==> src/rtl/stk_pkg.sv <==
package stk_pkg;
    localparam int BYTE_W = 8;
    localparam int WORD_W = 2 * BYTE_W;

    typedef enum logic [2:0] {
        ST_IDLE,
        ST_PUSH_HI,
        ST_PUSH_LO,
        ST_POP_LO,
        ST_POP_HI,
        ST_POP_WAIT,
        ST_FIN
    } stk_state_e;

    typedef enum logic [1:0] {
        OFF_MINUS1,
        OFF_MINUS2,
        OFF_ZERO,
        OFF_PLUS1
    } stk_off_e;
endpackage

==> src/rtl/stk_addr_gen.sv <==
module stk_addr_gen #(
    parameter int SEG_W     = 16,
    parameter int OFF_W     = 16,
    parameter int SEG_SHIFT = 4,
    parameter int ADDR_W    = 20
) (
    input  logic [SEG_W-1:0]  seg,
    input  logic [OFF_W-1:0]  off,
    output logic [ADDR_W-1:0] addr
);
    localparam int SEG_EXT_W = SEG_W + SEG_SHIFT;
    localparam int SUM_W     = (SEG_EXT_W > OFF_W) ? SEG_EXT_W : OFF_W;

    logic [SUM_W-1:0] seg_ext;
    logic [SUM_W-1:0] off_ext;
    logic [SUM_W-1:0] sum;

    assign seg_ext = SUM_W'({seg, {SEG_SHIFT{1'b0}}});
    assign off_ext = SUM_W'(off);
    assign sum     = seg_ext + off_ext;
    assign addr    = sum[ADDR_W-1:0];
endmodule

==> src/rtl/stk_sp_reg.sv <==
module stk_sp_reg #(
    parameter int          SP_W    = 16,
    parameter logic [15:0] SP_INIT = 16'hFFFE
) (
    input  logic            clk,
    input  logic            rst_n,
    input  logic            dec,
    input  logic            inc,
    output logic [SP_W-1:0] sp
);
    localparam logic [SP_W-1:0] STEP = SP_W'(stk_pkg::WORD_W / stk_pkg::BYTE_W);

    always_ff @(posedge clk) begin
        if (!rst_n)   sp <= SP_W'(SP_INIT);
        else if (dec) sp <= sp - STEP;
        else if (inc) sp <= sp + STEP;
    end

    // a single step direction per update
    a_r11_one_direction: assert property (@(posedge clk) disable iff (!rst_n)
        !(dec && inc));
endmodule

==> src/rtl/stk_fsm.sv <==
module stk_fsm
    import stk_pkg::*;
(
    input  logic       clk,
    input  logic       rst_n,
    input  logic       req_push,
    input  logic       req_pop,
    output stk_state_e state,
    output logic       busy,
    output logic       done,
    output logic       mem_we,
    output stk_off_e   off_sel,
    output logic       wr_hi,
    output logic       take_req,
    output logic       cap_lo,
    output logic       cap_word,
    output logic       sp_dec,
    output logic       sp_inc
);
    stk_state_e next;

    always_comb begin
        next = state;
        unique case (state)
            ST_IDLE:     if (req_push)     next = ST_PUSH_HI;
                         else if (req_pop) next = ST_POP_LO;
            ST_PUSH_HI:  next = ST_PUSH_LO;
            ST_PUSH_LO:  next = ST_FIN;
            ST_POP_LO:   next = ST_POP_HI;
            ST_POP_HI:   next = ST_POP_WAIT;
            ST_POP_WAIT: next = ST_FIN;
            ST_FIN:      next = ST_IDLE;
            default:     next = ST_IDLE;
        endcase
    end

    always_ff @(posedge clk) begin
        if (!rst_n) state <= ST_IDLE;
        else        state <= next;
    end

    always_comb begin
        busy     = 1'b1;
        done     = 1'b0;
        mem_we   = 1'b0;
        off_sel  = OFF_ZERO;
        wr_hi    = 1'b0;
        take_req = 1'b0;
        cap_lo   = 1'b0;
        cap_word = 1'b0;
        sp_dec   = 1'b0;
        sp_inc   = 1'b0;
        unique case (state)
            ST_IDLE: begin
                busy     = 1'b0;
                take_req = req_push || req_pop;
            end
            ST_PUSH_HI: begin
                mem_we  = 1'b1;
                off_sel = OFF_MINUS1;
                wr_hi   = 1'b1;
            end
            ST_PUSH_LO: begin
                mem_we  = 1'b1;
                off_sel = OFF_MINUS2;
                sp_dec  = 1'b1;
            end
            ST_POP_LO:   off_sel = OFF_ZERO;
            ST_POP_HI: begin
                off_sel = OFF_PLUS1;
                cap_lo  = 1'b1;
            end
            ST_POP_WAIT: begin
                off_sel  = OFF_PLUS1;
                cap_word = 1'b1;
                sp_inc   = 1'b1;
            end
            ST_FIN:      done = 1'b1;
            default:     busy = 1'b0;
        endcase
    end

    // completion lasts one cycle
    a_r10_done_pulse: assert property (@(posedge clk) disable iff (!rst_n)
        done |=> !done);
    // push wins over pop in IDLE
    a_r9_push_priority: assert property (@(posedge clk) disable iff (!rst_n)
        (state == ST_IDLE && req_push) |=> state == ST_PUSH_HI);
    // requests outside IDLE leave the sequence untouched
    a_r9_busy_ignores: assert property (@(posedge clk) disable iff (!rst_n)
        (state == ST_PUSH_HI) |=> state == ST_PUSH_LO);
endmodule

==> src/rtl/stk_seq.sv <==
module stk_seq
    import stk_pkg::*;
#(
    parameter int          SP_W      = 16,
    parameter int          SEG_W     = 16,
    parameter int          SEG_SHIFT = 4,
    parameter int          ADDR_W    = 20,
    parameter logic [15:0] SP_INIT   = 16'hFFFE
) (
    input  logic              clk,
    input  logic              rst_n,
    input  logic              req_push,
    input  logic              req_pop,
    input  logic [WORD_W-1:0] push_data,
    input  logic [SEG_W-1:0]  ss,
    output logic [WORD_W-1:0] pop_data,
    output logic              busy,
    output logic              done,
    output logic [SP_W-1:0]   sp,
    output logic [ADDR_W-1:0] mem_addr,
    output logic [BYTE_W-1:0] mem_wdata,
    output logic              mem_we,
    input  logic [BYTE_W-1:0] mem_rdata
);
    stk_state_e        state;
    stk_off_e          off_sel;
    logic              wr_hi, take_req, cap_lo, cap_word, sp_dec, sp_inc;
    logic [WORD_W-1:0] word_q;
    logic [BYTE_W-1:0] lo_q;
    logic [SP_W-1:0]   off;

    stk_fsm u_fsm (
        .clk(clk), .rst_n(rst_n), .req_push(req_push), .req_pop(req_pop),
        .state(state), .busy(busy), .done(done), .mem_we(mem_we),
        .off_sel(off_sel), .wr_hi(wr_hi), .take_req(take_req),
        .cap_lo(cap_lo), .cap_word(cap_word), .sp_dec(sp_dec), .sp_inc(sp_inc)
    );

    stk_sp_reg #(.SP_W(SP_W), .SP_INIT(SP_INIT)) u_sp (
        .clk(clk), .rst_n(rst_n), .dec(sp_dec), .inc(sp_inc), .sp(sp)
    );

    always_comb begin
        unique case (off_sel)
            OFF_MINUS1: off = sp - SP_W'(1);
            OFF_MINUS2: off = sp - SP_W'(2);
            OFF_PLUS1:  off = sp + SP_W'(1);
            default:    off = sp;
        endcase
    end

    stk_addr_gen #(.SEG_W(SEG_W), .OFF_W(SP_W), .SEG_SHIFT(SEG_SHIFT), .ADDR_W(ADDR_W)) u_addr (
        .seg(ss), .off(off), .addr(mem_addr)
    );

    always_ff @(posedge clk) begin
        if (!rst_n) begin
            word_q   <= '0;
            lo_q     <= '0;
            pop_data <= '0;
        end else begin
            if (take_req) word_q   <= push_data;
            if (cap_lo)   lo_q     <= mem_rdata;
            if (cap_word) pop_data <= {mem_rdata, lo_q};
        end
    end

    assign mem_wdata = wr_hi ? word_q[WORD_W-1:BYTE_W] : word_q[BYTE_W-1:0];

    // second push byte lands one address below the first
    a_r3_lo_below_hi: assert property (@(posedge clk) disable iff (!rst_n)
        (mem_we && $past(mem_we) && sp != SP_W'(1)) |-> mem_addr == $past(mem_addr) - ADDR_W'(1));
    // pop high byte address one above the low byte address
    a_r5_pop_step_up: assert property (@(posedge clk) disable iff (!rst_n)
        (state == ST_POP_HI && sp != '1) |-> mem_addr == $past(mem_addr) + ADDR_W'(1));
    // push completion lowers sp by two
    a_r4_push_sp: assert property (@(posedge clk) disable iff (!rst_n)
        (done && $past(mem_we)) |-> sp == $past(sp) - SP_W'(2));
    // pop completion raises sp by two
    a_r6_pop_sp: assert property (@(posedge clk) disable iff (!rst_n)
        (done && !$past(mem_we)) |-> sp == $past(sp) + SP_W'(2));
    // sp moves only with done
    a_r11_sp_on_done: assert property (@(posedge clk) disable iff (!rst_n)
        (sp != $past(sp)) |-> done);
    // writes only occur while busy
    a_r10_we_busy: assert property (@(posedge clk) disable iff (!rst_n)
        mem_we |-> busy);
endmodule

==> config.mk <==
export PLATFORM = sky130hd
export DESIGN_NAME = stk_seq
export DESIGN_NICKNAME = d
export VERILOG_FILES = /design/src/rtl/stk_pkg.sv /design/src/rtl/stk_addr_gen.sv /design/src/rtl/stk_sp_reg.sv /design/src/rtl/stk_fsm.sv /design/src/rtl/stk_seq.sv
export SDC_FILE = /design/constraint.sdc
export NUM_CORES = 1
export LEC_CHECK = 0
export ABC_AREA = 0
export BUFFER_PORTS_ARGS = -buffer_cell sky130_fd_sc_hd__buf_2
export CAP_MARGIN = 20
export CORE_UTILIZATION = 46
export DETAILED_ROUTE_END_ITERATION = 7
export GPL_TIMING_DRIVEN = 0
export PLACE_DENSITY = 0.7
export SYNTH_ARGS = -nofsm -noshare
export SYNTH_HDL_FRONTEND = slang
export SYNTH_SLANG_ARGS = --single-unit
==> constraint.sdc <==
create_clock -name clk -period 4.7 [get_ports clk]
set_clock_uncertainty 0.1 [all_clocks]
set_input_delay 0.47 -clock clk [delete_from_list [all_inputs] [get_ports clk]]
set_output_delay 0.47 -clock clk [all_outputs]
set_load 0.02 [all_outputs]
==> results.md <==
* CP required at 4.13 ns
* Fmax at 222 MHz
* All-Layer GR Usage at 0.226
* Type of origin of the critical path: flip-flop
* Die area at 0.00821 mm2
* Post-Place Worst Slack at -0.666 ns
* DRC viols at 0
* Syn avg cell area at 7.64 um2
* Post-layout util at 0.613
* Sequential share of the synthesized area at 0.321
* Tmin final at 4.50 ns
* Crit share post-route at 0.957
* Critical Path Start: u_fsm.state[1]
* Worst relative slew slack at 0.294
* Lkg Pwr at 1.96 nW
* Max-cap violation count at 0
* Sink Count at 58
* Vias at 3682
* Post-Route Setup TNS at 0 ns
* Top_reg_cell synth: dfxtp_1
* Power Dens Cells at 516 mW/mm2
* Die height at 90.6 um
* CTS buffer count at 9
* Ys async rst share at 0
* Maximum VDD drop at 0.000240 V
* DP Wirelength at 6.98 mm
* Final setup fails at 0
* Die W at 90.6 um
* Overflow after GRT at 0
* Reg2Reg Setup Slack at 2.30 ns
* Netlist cell types at 55
* Layout cells sized above 1 at 0.278
* Wire per inst at 13.4 um
* Synthesized cell area at 0.00361 mm2
* Initial Utilization at 0.488
* First DRT Iteration DRCs at 216
* Commonest cells in the netlist: 123 x nand2_1, 58 x dfxtp_1, 42 x a21boi_0
* Slew @ Worst Pin at 1.05 ns
* Global placement routability congestion at 0.880
* Area share of the largest cell type after synthesis at 0.321
* CTS Buffer Depth at 2
* H-Tree Depth at 3
* Run status: completed
* ANT cells at 0
* Synth top area cells: dfxtp_1 32%, nand2_1 13%, a21boi_0 8.7%
* Vias in the first global route at 3306
* Post-cts hold buffer count at 0
* Slew Viols, Final at 0
* Seq cells post-synth at 58
* RR Startpoint: u_sp.sp[2]
* Clock Root Buffer: clkbuf_8
* First-pass GRT wire length at 15.3 mm
* Count leader, synth: nand2_1
* Synth-to-layout area growth at 25.7%
* Core area at 0.00741 mm2
* HP Class: in -> reg
* Post-route ant nets at 0
* NumNets Final at 652
* CTS tree: built
* Pre-antenna DRT Iters at 5
* WS Path Type: reg -> out
* Largest net degree at the start of global routing at 13
* Reg-to-Reg End: u_sp.sp[9]
* Tot Pwr at 2.34 mW
* Final wirelength at 9.31 mm
* Clock Latency Late Sink at 0.32 ns
* CP Max Fanout at 12
* Area leader, netlist: dfxtp_1
* Post-synthesis net count at 536
* Critical path arrival at 3.93 ns
* Buffers on Ports at 104
* Crit. End Element: output port
* Synth Instances at 473
* Worst-path clk slew at 0.07 ns
* Ports at 107
* CP Capture Point: mem_addr[14]
* FP Rows at 31
* Hold Violations, Final at 0
* Initial antenna violation count at 0
* EDFF count, synth at 0
* YS warnings at 0
* Vias per cell at 5.31
* Worst Reg-to-Reg Cells at 7
* Setup slack after layout at 0.200 ns
-- kinds of logic after synthesis --
kind of cell	after synthesis	share of synthesized area
adder cells (fa/ha/maj)	19	0.0679
AND/OR/NAND/NOR	196	0.243
XOR/XNOR	26	0.0630
multiplexers	9	0.0280
flip-flops	58	0.321
other	1	0.00104
buffers and inverters	41	0.0481
AO/OA/AOI/OAI	123	0.228
-- metrics by stage --
step | hold slack (ns) | instances | area, um2
5_1_grt | 0.285 | 693 | 4540
4_1_cts | 0.280 | 690 | 4470
3_5_place_dp | 0.356 | 676 | 4260
2_1_floorplan | 0.340 | 473 | 3620
6_report | 0.280 | 693 | 4540
3_3_place_gp | 0.346 | 676 | 4260
-- worst min path at each step --
stage / slack (ns) / cells past startpoint / end / startpoint
after floorplan: 0.34 / 2 / word_q[10] / word_q[10]
after global placement: 0.35 / 2 / word_q[11] / word_q[11]
after detailed placement: 0.36 / 2 / word_q[12] / word_q[12]
after CTS: 0.28 / 3 / word_q[11] / push_data[11]
after global routing: 0.29 / 3 / pop_data[9] / mem_rdata[1]
final: 0.28 / 3 / word_q[11] / push_data[11]
-- where the power goes --
part / total, mW / internal (mW) / switching [mW] / leakage (nW)
Combinational: 1.37 / 0.533 / 0.832 / 1.40
Clock: 0.403 / 0.203 / 0.201 / 0.0851
Sequential: 0.574 / 0.535 / 0.0391 / 0.473
Total: 2.34 / 1.27 / 1.07 / 1.96
-- layout make-up --
type / instances / area (um2)
Buffer: 24 / 119
Clock buffer: 11 / 141
Clock inverter: 5 / 30.0
Fill cell: 687 / 2870
Inverter: 13 / 48.8
Multi-Input combinational cell: 374 / 2350
Sequential cell: 58 / 1170
Tap cell: 99 / 124
Timing Repair Buffer: 109 / 558
-- sequential cells by signal, indices dropped and copies added (netlist names) --
name	cells
word_q	16
u_sp.sp	15
lo_q	8
pop_data	16
u_fsm.state	3
-- critical path: stages (launching register included) --
cell,delay [ns]
dfxtp_4,0.38
inv_1,0.12
nand2_1,0.13
a21oi_2,0.16
inv_1,0.07
ha_1,0.24
or2_2,0.29
clkbuf_1,0.21
a21o_1,0.25
ha_1,0.21
fa_1,0.40
a21o_1,0.21
a31oi_2,0.24
nor2_1,0.09
o41ai_2,0.23
xnor2_1,0.16
buf_2,0.19
-- placed cells by master, fill, tap and decap left out, types with 16 or more instances in the layout --
master,n
a21boi_0,42
a21oi_1,19
buf_2,105
clkbuf_1,17
dfxtp_1,54
ha_1,17
nand2_1,123
nor2_1,23
o21ai_0,17
xnor2_1,16
-- timing repair --
action,CTS,global route
buffers inserted,1,4
gates resized for setup,14,17
pin swaps,0,5
setup endpoints to repair,15,7
endpoints found under the hold margin,0,0
-- routing by layer --
metal	wire (um)	global-route usage	vias up
met5	0	0	-
met4	76	0.0578	0
met3	575	0.0497	8
met2	4400	0.382	114
met1	4260	0.289	1685
li1	-	-	1875
Note: power is estimated with default switching activity, not from simulation.
